===== src/rtl/ctl_pkg.sv =====
package ctl_pkg;
  localparam int OP_W    = 6;
  localparam int FN_W    = 6;
  localparam int ALUFN_W = 4;
  localparam int CLS_W   = 2;

  localparam logic [OP_W-1:0] OPC_RRR  = 6'b000000;
  localparam logic [OP_W-1:0] OPC_LOAD = 6'b100011;
  localparam logic [OP_W-1:0] OPC_STOR = 6'b101011;
  localparam logic [OP_W-1:0] OPC_BREQ = 6'b000100;
  localparam logic [OP_W-1:0] OPC_JABS = 6'b000010;

  localparam logic [FN_W-1:0] FN_ADD = 6'b100000;
  localparam logic [FN_W-1:0] FN_SUB = 6'b100010;
  localparam logic [FN_W-1:0] FN_AND = 6'b100100;
  localparam logic [FN_W-1:0] FN_OR  = 6'b100101;
  localparam logic [FN_W-1:0] FN_NOR = 6'b100111;
  localparam logic [FN_W-1:0] FN_SLT = 6'b101010;
  localparam logic [FN_W-1:0] FN_SHR = 6'b000010;
  localparam logic [FN_W-1:0] FN_JRG = 6'b001000;

  typedef enum logic [CLS_W-1:0] {
    CLS_ADD = 2'b00,
    CLS_SUB = 2'b01,
    CLS_FN  = 2'b10,
    CLS_SHR = 2'b11
  } alu_cls_e;

  localparam logic [ALUFN_W-1:0] AF_AND = 4'b0000;
  localparam logic [ALUFN_W-1:0] AF_OR  = 4'b0001;
  localparam logic [ALUFN_W-1:0] AF_ADD = 4'b0010;
  localparam logic [ALUFN_W-1:0] AF_SUB = 4'b0110;
  localparam logic [ALUFN_W-1:0] AF_SLT = 4'b0111;
  localparam logic [ALUFN_W-1:0] AF_NOR = 4'b1100;
  localparam logic [ALUFN_W-1:0] AF_SHR = 4'b1000;

  typedef struct packed {
    logic     dst_rd;
    logic     src_imm;
    logic     wb_mem;
    logic     reg_wr;
    logic     mem_rd;
    logic     mem_wr;
    logic     branch;
    logic     jump;
    alu_cls_e cls;
    logic     shamt_sel;
    logic     pc_reg;
  } ctl_word_t;
endpackage


===== src/rtl/ctl_main_dec.sv =====
module ctl_main_dec
  import ctl_pkg::*;
#(
  parameter int OPW = OP_W,
  parameter int FNW = FN_W
) (
  input  logic [OPW-1:0] i_opcode,
  input  logic [FNW-1:0] i_funct,
  output ctl_word_t      o_ctl
);
  logic fn_arith;

  always_comb begin
    unique case (i_funct)
      FN_ADD, FN_SUB, FN_AND, FN_OR, FN_NOR, FN_SLT: fn_arith = 1'b1;
      default:                                       fn_arith = 1'b0;
    endcase
  end

  always_comb begin
    o_ctl     = '0;
    o_ctl.cls = CLS_ADD;
    case (i_opcode)
      OPC_RRR: begin
        if (fn_arith) begin
          o_ctl.dst_rd = 1'b1;
          o_ctl.reg_wr = 1'b1;
          o_ctl.cls    = CLS_FN;
        end else if (i_funct == FN_SHR) begin
          o_ctl.dst_rd    = 1'b1;
          o_ctl.reg_wr    = 1'b1;
          o_ctl.cls       = CLS_SHR;
          o_ctl.shamt_sel = 1'b1;
        end else if (i_funct == FN_JRG) begin
          o_ctl.pc_reg = 1'b1;
        end
      end
      OPC_LOAD: begin
        o_ctl.src_imm = 1'b1;
        o_ctl.wb_mem  = 1'b1;
        o_ctl.reg_wr  = 1'b1;
        o_ctl.mem_rd  = 1'b1;
      end
      OPC_STOR: begin
        o_ctl.src_imm = 1'b1;
        o_ctl.mem_wr  = 1'b1;
      end
      OPC_BREQ: begin
        o_ctl.branch = 1'b1;
        o_ctl.cls    = CLS_SUB;
      end
      OPC_JABS: o_ctl.jump = 1'b1;
      default: ;
    endcase
  end

  always_comb begin
    assert_mem_excl_R6: assert (!(o_ctl.mem_rd && o_ctl.mem_wr))
      else $error("memory read and write both enabled");
    assert_shamt_cls_R4: assert (!o_ctl.shamt_sel || o_ctl.cls == CLS_SHR)
      else $error("shift-amount select without shift class");
    assert_jr_quiet_R5: assert (!o_ctl.pc_reg ||
                                !(o_ctl.reg_wr || o_ctl.mem_wr || o_ctl.branch || o_ctl.jump))
      else $error("register jump with side effect");
    assert_unknown_quiet_R10: assert (
        (i_opcode inside {OPC_RRR, OPC_LOAD, OPC_STOR, OPC_BREQ, OPC_JABS}) ||
        !(o_ctl.reg_wr || o_ctl.mem_rd || o_ctl.mem_wr || o_ctl.branch || o_ctl.jump ||
          o_ctl.pc_reg))
      else $error("unknown opcode enabled a side effect");
  end
endmodule


===== src/rtl/ctl_alu_dec.sv =====
module ctl_alu_dec
  import ctl_pkg::*;
#(
  parameter int FNW = FN_W,
  parameter int AFW = ALUFN_W
) (
  input  alu_cls_e       i_cls,
  input  logic [FNW-1:0] i_funct,
  output logic [AFW-1:0] o_fn
);
  always_comb begin
    unique case (i_cls)
      CLS_ADD: o_fn = AF_ADD;
      CLS_SUB: o_fn = AF_SUB;
      CLS_SHR: o_fn = AF_SHR;
      CLS_FN: begin
        case (i_funct)
          FN_ADD:  o_fn = AF_ADD;
          FN_SUB:  o_fn = AF_SUB;
          FN_AND:  o_fn = AF_AND;
          FN_OR:   o_fn = AF_OR;
          FN_NOR:  o_fn = AF_NOR;
          FN_SLT:  o_fn = AF_SLT;
          default: o_fn = AF_ADD;
        endcase
      end
      default: o_fn = AF_ADD;
    endcase
  end

  always_comb begin
    assert_shr_code_R3: assert (i_cls != CLS_SHR || o_fn == AF_SHR)
      else $error("shift class did not give shift operation");
  end
endmodule


===== src/rtl/ctl_decode_top.sv =====
module ctl_decode_top
  import ctl_pkg::*;
(
  input  logic [OP_W-1:0]    i_opcode,
  input  logic [FN_W-1:0]    i_funct,
  output logic               o_dst_rd,
  output logic               o_alu_src_imm,
  output logic               o_wb_from_mem,
  output logic               o_reg_wr,
  output logic               o_mem_rd,
  output logic               o_mem_wr,
  output logic               o_branch,
  output logic               o_jump,
  output logic [CLS_W-1:0]   o_alu_op,
  output logic [ALUFN_W-1:0] o_alu_fn,
  output logic               o_shamt_sel,
  output logic               o_pc_from_reg
);
  ctl_word_t ctl;

  ctl_main_dec #(.OPW(OP_W), .FNW(FN_W)) i_main (
    .i_opcode (i_opcode),
    .i_funct  (i_funct),
    .o_ctl    (ctl)
  );

  ctl_alu_dec #(.FNW(FN_W), .AFW(ALUFN_W)) i_alu (
    .i_cls   (ctl.cls),
    .i_funct (i_funct),
    .o_fn    (o_alu_fn)
  );

  assign o_dst_rd      = ctl.dst_rd;
  assign o_alu_src_imm = ctl.src_imm;
  assign o_wb_from_mem = ctl.wb_mem;
  assign o_reg_wr      = ctl.reg_wr;
  assign o_mem_rd      = ctl.mem_rd;
  assign o_mem_wr      = ctl.mem_wr;
  assign o_branch      = ctl.branch;
  assign o_jump        = ctl.jump;
  assign o_alu_op      = ctl.cls;
  assign o_shamt_sel   = ctl.shamt_sel;
  assign o_pc_from_reg = ctl.pc_reg;
endmodule


===== config.mk =====
export PLATFORM = sky130hd
export DESIGN_NAME = ctl_decode_top
export DESIGN_NICKNAME = d
export VERILOG_FILES = /design/src/rtl/ctl_pkg.sv /design/src/rtl/ctl_main_dec.sv /design/src/rtl/ctl_alu_dec.sv /design/src/rtl/ctl_decode_top.sv
export SDC_FILE = /design/constraint.sdc
export NUM_CORES = 1
export LEC_CHECK = 0
export ABC_CLOCK_PERIOD_IN_PS = 1300
export BUFFER_PORTS_ARGS = -buffer_cell sky130_fd_sc_hd__buf_2
export CAP_MARGIN = 20
export CORE_AREA = 2 2 39 41
export DETAILED_ROUTE_END_ITERATION = 6
export DIE_AREA = 0 0 41 43
export GPL_TIMING_DRIVEN = 0
export MAX_ROUTING_LAYER = met4
export PLACE_DENSITY = 0.6
export SLEW_MARGIN = 40
export SYNTH_ARGS = -nofsm -noshare
export SYNTH_HDL_FRONTEND = slang
export SYNTH_SLANG_ARGS = --single-unit

===== constraint.sdc =====
create_clock -name vclk -period 1.3
set_input_delay 0 -clock vclk [all_inputs]
set_output_delay 0 -clock vclk [all_outputs]
set_load 0.01 [all_outputs]

* Word level (Yosys, flattened, before mapping)
Index checks and enable logic that the tools add are counted.
Word-level totals: bits in registers 0, output and inout port bits 16, word-level logic and storage cells 38
Cells by class: equality and inequality tests 15, multiplexer cells 19, reductions and logical operators 4
Operator list (count):
- $eq A6 B6 Y1 const B | 8
- $pmux W4 S5 | 1
- $pmux W4 S4 | 1
- $eq A6 B2 Y1 const B | 2
- $mux W1 | 11
- $eq A6 B3 Y1 const B | 1
- $eq A6 B4 Y1 const B | 1
- $logic_not A6 Y1 | 1
- $mux W2 | 3
- $reduce_or A6 Y1 | 1
- $eq A2 B2 Y1 const B | 2
- $pmux W2 S2 | 1
- $mux W3 | 1
- $eq A2 B1 Y1 const B | 1
- $logic_not A2 Y1 | 1
- $pmux W1 S2 | 1
- $reduce_or A2 Y1 | 1

* Logic depth before layout (Yosys ltp)
Gate-level depths: netlist of the first run.
depth in word-level cells 7, mapped depth 4

* Cells and area by module
Synthesis of the first run repeated with hierarchy kept, for this count alone.
Unflattened totals: cell total of the unflattened synthesis 39, area total of the unflattened synthesis 290.3 µm²
Modules (own cells, without submodules):
- ctl_main_dec | times used 1, cells each 25, area an instance 177.7 µm², sequential area each 0.0 µm²
- ctl_alu_dec | times used 1, cells each 14, area an instance 112.6 µm², sequential area each 0.0 µm²

* Least setup slack after synthesis of the first run
Ideal clock, no wire load.
path kind input -> output, from input i_opcode[1], to output o_alu_fn[2], arrival 1167 ps, required time 1300 ps, path slack 133 ps, cell stages on the path 4, path buffers 0, cells stage by stage nor4_1 > nand2_1 > a311oi_4 > a41o_1
Between the ends: word-level cells in the longest chain between the ends 4, elaborated cells between the ends (all ways) 8, classes of those cells eq/ne: 4; mux: 2; reduce/logical: 2
RTL lines:
- from (decl) | RTL line ctl_decode_top.sv:4 | input logic [OP_W-1:0] i_opcode,
- $eq A6 B3 Y1 / $logic_not A6 Y1 (equally long branches) | RTL line ctl_main_dec.sv:23 | case (i_opcode)
- $pmux W2 S2 * | RTL line ctl_main_dec.sv:23
- net o_alu_op[1] | RTL line ctl_decode_top.sv:14 | output logic [CLS_W-1:0] o_alu_op,
- $eq A2 B2 Y1, or another cell as far along | RTL line ctl_alu_dec.sv:12 | unique case (i_cls)
- $pmux W4 S4 * | RTL line ctl_alu_dec.sv:12
- to (decl) | RTL line ctl_decode_top.sv:15 | output logic [ALUFN_W-1:0] o_alu_fn,
Mark *: on every way through the listed nets, which the timed path passes. The rest lies on a longest branch.

* Worst setup path after layout of the first run
from input i_funct[3], to output o_alu_fn[2]
Between the ends: word-level cells in the longest chain between the ends 7, elaborated cells between the ends (all ways) 18, classes of those cells eq/ne: 10; mux: 6; reduce/logical: 2
RTL lines:
- from (decl) | RTL line ctl_decode_top.sv:5 | input logic [FN_W-1:0] i_funct,
- $eq A6 B6 Y1 (on tied branches) | RTL line ctl_main_dec.sv:14, ctl_alu_dec.sv:17
- $reduce_or A6 Y1 | RTL line ctl_main_dec.sv:14 | unique case (i_funct)
- $mux W1 | RTL line ctl_main_dec.sv:14
- $mux W2 | RTL line ctl_main_dec.sv:25 | if (fn_arith) begin
- $pmux W2 S2 | RTL line ctl_main_dec.sv:23
- $eq A2 B2 Y1, or another cell as far along | RTL line ctl_alu_dec.sv:12
- $pmux W4 S4 * | RTL line ctl_alu_dec.sv:12
Mark *: on every way between the ends. The rest lies on a longest branch, timed or not.

==> results.yml, run 1 <==
critical_path:
  crit_fanout: 5
  required_ps: 1300
  worst-setup-path-type: "input port to primary output"
  arrival_ps: 1310
  critPathLaunchType: "input port"
  end_kind: "primary output"
final_layout:
  synthToLayoutAreaGrowth_pct: 78.08
  fill_cells: 162
  drive_gt1_share_pct: 49.32
  seq_cell_count: 0
  diodes: 0
  clkbuf_count: 0
  nets: 87
  final_util_pct: 35.26
  register_area_um2: 0
timing:
  max_freq_ghz: 0.7616
  rsz0062_at_grt: "yes"
  slew_headroom_pct: 80.00
  worst_pin_slew_ps: 300.0
  min_period_ps: 1313
  setup_slack_ps: -12.99
  finalHoldViolCount: 0
  maxSlewViolCount: 0
  post-route-period-util_pct: 101.0
  setup_violations: 1
drt:
  drc: 0
  vias: 441
  ant_nets: 0
  drt-total-wl_um: 925
  via_per_inst: 4.955
  post_drt_wl_per_cell_um: 10.39
  dr.pass1.iters: 3
  dr.first_iter.drc_count: 3
die:
  initial_utilization_pct: 19.80
  die_y_um: 43
  io-pin-count: 28
  rows: 14
  core_area_mm2: 0.001384
  dieArea_mm2: 0.001763
  dieWidth_um: 41
logic_synthesis:
  yosysUniqueCellTypes: 24
  syn_inst: 42
  ys_seq_area_share_pct: 0
  synth_area_leader_cell: "a311oi_4"
  synth_area_um2: 274.0
  syn_area_per_cell_um2: 6.524
  syn-num-nets: 54
  synth_top_area_share_pct: 9.589
  synth_area_leaders: "a311oi_4 9.6%, nor2_1 6.8%, nor2b_1 6.8%, nor4_1 6.8%, o21ai_0 5.5%"
  ys_warn_count: 0
  synth_most_common_cell: "nor2_1"
  synthTopCellsByCount: "5 x nor2_1, 4 x nand2_1, 3 x nor2b_1, 3 x nor4_1, 3 x o21ai_0"
worst_hold_path:
  hold_depth: 3
  hp-class: "input port to primary output"
  whs_endpoint: "o_pc_from_reg"
  hp-start: "i_funct[1]"
placed_design:
  hpwl_um: 751
  portBuffers: 28
  dp_slack_ps: -182.8
  globalplace.congestion: 0.7974
pwr:
  power_density_mw_per_mm2: 166.3
  p_leak_uw: 0.0002629
  ir_drop_mv: 0.09246
  power_uw: 81.15
grt:
  grt_pass1_wl_mm: 1.407
  grt_pass1_vias: 328
  grt_usage_pct: 10.85
  grt_max_degree: 7
  grt_antenna_before_repair: 0
  grt.overflow.total: 0
run_status:
  status: "finished with violations"
  failed_checks: "setup timing"
flow_run:
  max-cap-violations: 0
cts:
  cts_hold_buf: 0
how the worst max path moves through the flow:
stage / slack, ps / from / cells after the start / to
after floorplan: 130 / i_opcode[1] / 4 / o_alu_fn[2]
after global placement: -160 / i_opcode[1] / 6 / o_alu_fn[2]
after detailed placement: -180 / i_opcode[1] / 6 / o_alu_fn[2]
after CTS: -60 / i_funct[3] / 5 / o_alu_fn[2]
after global routing: -60 / i_funct[3] / 5 / o_alu_fn[2]
final: -10 / i_funct[3] / 5 / o_alu_fn[2]
cell usage in the layout, fill, tap and decap left out, drive strengths merged, types with 2 or more instances in the layout:
cell	instances
nand2b	2
nand3	2
and2	2
nor4	3
o21ai	3
inv	2
nand2	4
nor2	5
nand3b	2
buf	32
nor2b	3
a311oi	2
cells by family after synthesis:
group | count (synthesis) | synth area share [%]
buffers and inverters | 3 | 5.481
AO/OA/AOI/OAI | 8 | 26.48
AND/OR/NAND/NOR | 31 | 68.04
where the power goes:
group	internal, uW	total, uW	switching, uW
Sequential	0	0	0
Clock	0	0	0
Combinational	39.7	81.2	41.4
routing by layer:
layer	routed length, um	vias to the layer above	global-route usage, %
met4	0	0	0
met2	395	24	17.50
met3	116	0	0.5236
li1	-	223	-
met1	412	194	15.51
met5	0	-	-
through the flow:
stage	setup TNS (ps)	cells	hold slack (ps)	area, um2
after floorplan	0	42	27.62	274.0
after CTS	-101.9	89	264.6	473.0
final	-12.99	89	265.2	488.0
after global placement	-460.4	86	262.7	434.2
after detailed placement	-575.6	86	265.6	434.2
after global routing	-108.7	89	272.3	488.0
worst max-delay path, stage by stage:
cell and delay [ps]:
buf_8 90, or4b_4 540, a311oi_4 340, a41o_1 210, buf_2 120
what timing repair did:
action / 4_1_cts / 5_1_grt
setup endpoints to repair: 5 / 8
pin swaps: 4 / 1
resized for setup: 5 / 3
buffers inserted: 3 / 0
layout make-up:
type                            count  area, um2  share of cell area [%]
Multi-Input combinational cell     39      265.3                   54.36
Timing Repair Buffer               31      187.7                   38.46
Tap cell                           16      20.02                   4.103
Buffer                              1      7.507                   1.538
Inverter                            2      7.507                   1.538
No activity file was read; power rests on OpenSTA's default activity.
==> run 2: changes to the inputs <==
- CORE_AREA: 2 2 39 41 -> 3 3 40 42
- DIE_AREA: 0 0 41 43 -> 0 0 43 45
==> run 2 against run 1 <==
Compared with the run above:
- the run still ends with setup timing left
- utilization rose by 1.5 points
- non-clock buffer count fell by 1
- critical path depth did not move
- sequential share of layout area did not move
- maximum frequency fell by 2.6%
- design area fell by 3.1%
- count of clock-buffer cells in the layout did not move
- combinational power rose by 2%
- global-route usage fell by 1.8 points
- routed wire length rose by 10%
- sequential cell count did not move
- largest power group unchanged
==> results.yml, run 2 (same netlist as run 1, synthesis figures left out) <==
grt:
  grt_usage_pct: 9.052
  grt.overflow.total: 0
  grt_pass1_vias: 335
  grt_pass1_wl_mm: 1.393
  grt_antenna_before_repair: 0
  grt_max_degree: 7
final_layout:
  synthToLayoutAreaGrowth_pct: 72.60
  stdcell_count: 87
  clkbuf_count: 0
  nets: 86
  diodes: 0
  seq_cell_count: 0
  final_common_cell: "buf_2"
  register_area_um2: 0
  drive_gt1_share_pct: 48.61
  final_cell_mix: "25 x buf_2, 5 x nor2_1, 4 x nand2_1, 4 x buf_4"
pwr:
  ir_drop_mv: 0.09214
  power_density_mw_per_mm2: 174.6
  power_uw: 82.56
  p_leak_uw: 0.0002569
critical_path:
  crit_fanout: 5
  path_cells: "buf_8 -> or4b_4 -> a311oi_4 -> a41o_1 -> buf_2"
  critPathLaunchType: "input port"
  arrival_ps: 1350
  worst_path_largest_cell_delay_ps: 540
  worst-setup-path-type: "input port to primary output"
  slowest_stage: "or4b_4"
  end_kind: "primary output"
  required_ps: 1300
die:
  dieArea_mm2: 0.001935
  die_y_um: 45
  io-pin-count: 28
  dieWidth_um: 43
  rows: 13
  initial_utilization_pct: 21.32
  core_area_mm2: 0.001285
timing:
  tns_ps: -58.29
  hold_slack_ps: 268.2
  setup_slack_ps: -48.13
  setup_violations: 2
  maxSlewViolCount: 0
  max_freq_ghz: 0.7418
  worst_pin_slew_ps: 320.4
  rsz0062_at_grt: "yes"
  post-route-period-util_pct: 103.7
  min_period_ps: 1348
  finalHoldViolCount: 0
  slew_headroom_pct: 78.64
cts:
  cts_hold_buf: 0
placed_design:
  hpwl_um: 765.9
  globalplace.congestion: 0.8499
  placed_cells: 85
  portBuffers: 28
run_status:
  status: "finished with violations"
  failed_checks: "setup timing"
flow_run:
  max-cap-violations: 0
drt:
  dr.pass1.iters: 4
  dr.first_iter.drc_count: 12
  via_per_inst: 4.851
  drc: 0
  vias: 422
  post_drt_wl_per_cell_um: 11.74
  ant_nets: 0
  drt-total-wl_mm: 1.021
worst_hold_path:
  hold_depth: 3
  hp-class: "input port to primary output"
==> run 2: changes by cell type in the layout (fill, tap and decap cells not counted) <==
cell and change:
buf_6 -1, buf_2 +1, buf_4 -1
==> run 2: metrics by stage <==
stage          util [%]  worst slack, ps  cell area (um2)
2_1_floorplan         -            132.8            274.0
5_1_grt           36.81           -92.47            473.0
4_1_cts           36.12           -58.12            464.2
6_report          36.81           -48.13            473.0
3_5_place_dp      33.69           -162.9            432.9
3_3_place_gp      33.69           -126.6            432.9
==> run 2: worst paths after layout <==
path / startpoint / end
worst min-delay path: i_funct[1] / o_pc_from_reg
worst max-delay path: i_funct[3] / o_alu_fn[2]
==> run 2: final cells by class <==
type                            instances  area (um2)
Tap cell                               15       18.77
Timing Repair Buffer                   30       173.9
Buffer                                  1       7.507
Multi-Input combinational cell         39       265.3
Fill cell                             146       812.0
Inverter                                2       7.507
==> run 2: timing repair <==
action	CTS	global route
buffers inserted	2	0
gates resized for setup	5	2
pin swaps	4	2
setup endpoints to repair	5	5
==> run 2: power breakdown <==
part / internal, uW / leakage [uW] / switching, uW
registers: 0 / 0 / 0
logic: 39.6 / 0.000257 / 42.9
clock network: 0 / 0 / 0
total: 39.6 / 0.000257 / 42.9
==> run 2: per-layer routing <==
| layer | vias to the layer above | wire length (um) | global-route usage [%] |
|---|---|---|---|
| li1 | 220 | - | - |
| met1 | 183 | 442 | 12.14 |
| met2 | 19 | 498 | 16.47 |
| met3 | 0 | 80 | 0 |
| met4 | 0 | 0 | 0 |
| met5 | - | 0 | - |
==> run 2: worst max-delay path, delay by kind of cell <==
family / cells / cell delay, ps
compound gates: 2 / 580
simple gates: 1 / 540
buf+inv: 2 / 220
==> run 3: changes to the inputs <==
- ABC_AREA: unset -> 1
- BUFFER_PORTS_ARGS: -buffer_cell sky130_fd_sc_hd__buf_2 -> -buffer_cell sky130_fd_sc_hd__buf_4
- CORE_AREA: 3 3 40 42 -> unset
- CORE_MARGIN: unset -> 3
- CORE_UTILIZATION: unset -> 25
- DIE_AREA: 0 0 43 45 -> unset
- PLACE_DENSITY: 0.6 -> 0.63
==> run 3 against run 2 <==
Compared with the run above:
- the flow now finishes without violations
- first-iteration DRC count is 58% lower
- setup slack better by 420 ps
- critical path type unchanged
- maximum frequency increased by 45%
- utilization rose by 11 points
- via count increased by 7.3%
- global-route usage up 0.72 points
- routed wire length decreased by 8.4%
- synthesized cell count grew 45%
==> results.yml, run 3 <==
run_status:
  status: "complete, no violations"
final_layout:
  post-route-cell-area_um2: 581.8
  synthToLayoutAreaGrowth_pct: 64.31
  nets: 103
  final_common_cell: "buf_4"
  register_area_um2: 0
  clkbuf_count: 0
  multi_input_area_um2: 290.3
  drive_gt1_share_pct: 52.81
  final_cell_mix: "29 x buf_4, 12 x inv_1, 11 x nor2_1"
  diodes: 0
  seq_cell_count: 0
  fill_cells: 131
die:
  die_y_um: 43.64
  dieWidth_um: 43.64
  dieArea_mm2: 0.001904
  rows: 12
  core_area_mm2: 0.001216
  io-pin-count: 28
  initial_utilization_pct: 29.12
flow_run:
  max-cap-violations: 0
drt:
  top_layer_used: "met3"
  post_drt_wl_per_cell_um: 9.078
  drc: 0
  drt-met1-wl_um: 423
  dr.pass1.iters: 4
  met2_length_um: 451
  vias: 453
  ant_nets: 0
  via_per_inst: 4.398
  dr.first_iter.drc_count: 5
  wl_met3_um: 60
  drt-total-wl_um: 935
grt:
  grt_usage_pct: 9.777
  grt.overflow.total: 0
  grt_antenna_before_repair: 0
  grt_max_degree: 7
  grt_pass1_vias: 372
  grt_pass1_wl_mm: 1.531
critical_path:
  crit_fanout: 5
  end_kind: "primary output"
  required_ps: 1300
  slowest_stage: "nor2_1"
  cpMostUsedCell: "buf_4"
  worst-setup-path-type: "input port to primary output"
  critPathLaunchType: "input port"
  arrival_ps: 930
  path_cells: "buf_4 -> nor2_1 -> nand3_4 -> nand4_2 -> nand2_4 -> inv_2 -> nand2_1 -> buf_4"
  crit_family: "simple AND/OR/NAND/NOR gates"
  cp_num_buf_inv: 3
  worst_path_largest_cell_delay_ps: 240
cts:
  cts_hold_buf: 0
  cts_resized: 0
  cts_setup_buffers: 0
pwr:
  power_frac_seq_pct: 0
  power_uw: 96.25
  ir_drop_mv: 0.09569
  switching_share_pct: 54.71
  net-switching-power_uw: 52.66
  share_comb_of_total_power_pct: 100.0
  p_leak_uw: 0.0003323
  p_clk_share_pct: 0
  power_density_mw_per_mm2: 165.4
  intPower_uw: 43.59
logic_synthesis:
  synth_top_area_share_pct: 15.90
  synth_most_common_cell: "inv_1"
  syn_area_per_cell_um2: 5.805
  synth_area_leaders: "nor2_4 16%, inv_1 13%, nor2_1 12%, nand3_2 8.5%, nand2_1 8.5%"
  syn-num-nets: 73
  yosysUniqueCellTypes: 19
  synthTopCellsByCount: "12 x inv_1, 11 x nor2_1, 8 x nand2_1"
  ys_seq_area_share_pct: 0
  ys_warn_count: 0
  syn_inst: 61
  synth_area_leader_cell: "nor2_4"
  synth_area_um2: 354.1
timing:
  worst_pin_slew_ps: 276.0
  rsz0062_at_grt: "no"
  tns_ps: 0
  max_freq_ghz: 1.075
  finalHoldViolCount: 0
  min_period_ps: 930.6
  setup_violations: 0
  maxSlewViolCount: 0
  post-route-period-util_pct: 71.59
  slew_headroom_pct: 81.53
worst_hold_path:
  whs_endpoint: "o_jump"
  hp-start: "i_opcode[0]"
  hp-class: "input port to primary output"
  hold_depth: 3
placed_design:
  globalplace.congestion: 0.8104
  placed_area_um2: 581.8
  portBuffers: 28
  hpwl_um: 856.6
==> run 3: cell types whose count changed in the layout (fill, tap and decap cells not counted), moves of 3 or more <==
| cell | delta |
|---|---|
| nor2_4 | +5 |
| buf_4 | +25 |
| nor2b_1 | -3 |
| nand3_2 | +3 |
| buf_2 | -25 |
| nand2_1 | +4 |
| nand3_1 | +3 |
| nor2_1 | +6 |
| inv_1 | +10 |
| inv_2 | +3 |
==> run 3: how the worst max path moves through the flow <==
stage	startpoint	end	slack, ps	depth (start not counted)
2_1_floorplan	i_funct[2]	o_alu_fn[0]	620	5
3_5_place_dp	i_funct[2]	o_alu_fn[1]	370	8
3_3_place_gp	i_funct[2]	o_alu_fn[2]	370	8
6_report	i_funct[2]	o_alu_fn[1]	370	8
4_1_cts	i_funct[2]	o_alu_fn[1]	360	8
5_1_grt	i_funct[2]	o_alu_fn[1]	270	8
==> run 3: cells by family after synthesis <==
group	count (synthesis)	share of synthesized area [%]
AO/OA/AOI/OAI	3	5.298
buffers and inverters	16	18.02
AND/OR/NAND/NOR	42	76.68
==> run 3: stage by stage <==
step	std cells	setup slack [ps]	hold slack, ps	utilization, %
2_1_floorplan	61	617.0	54.40	-
3_3_place_gp	103	372.7	263.7	47.84
3_5_place_dp	103	367.4	263.1	47.84
4_1_cts	103	355.4	263.4	47.84
5_1_grt	103	265.7	287.7	47.84
6_report	103	369.4	261.6	47.84
==> run 3: final cells by class <==
type / count / share of cell area (%)
inverter: 15 / 9.677
timing repair buffer: 28 / 36.13
buffer: 1 / 1.290
multi-input combinational: 45 / 49.89
tap: 14 / 3.011
==> run 3: power groups by stage <==
stage          Sequential (uW)  Clock, uW  Combinational (uW)
2_1_floorplan                0          0                46.8
3_5_place_dp                 0          0                96.7
4_1_cts                      0          0                97.1
6_report                     0          0                96.3
3_3_place_gp                 0          0                95.2
5_1_grt                      0          0                 106
==> run 3: per-layer routing <==
layer	track usage, %	up-vias
met5	-	-
met2	15.12	11
li1	-	248
met1	14.94	194
met4	0	0
met3	0	0
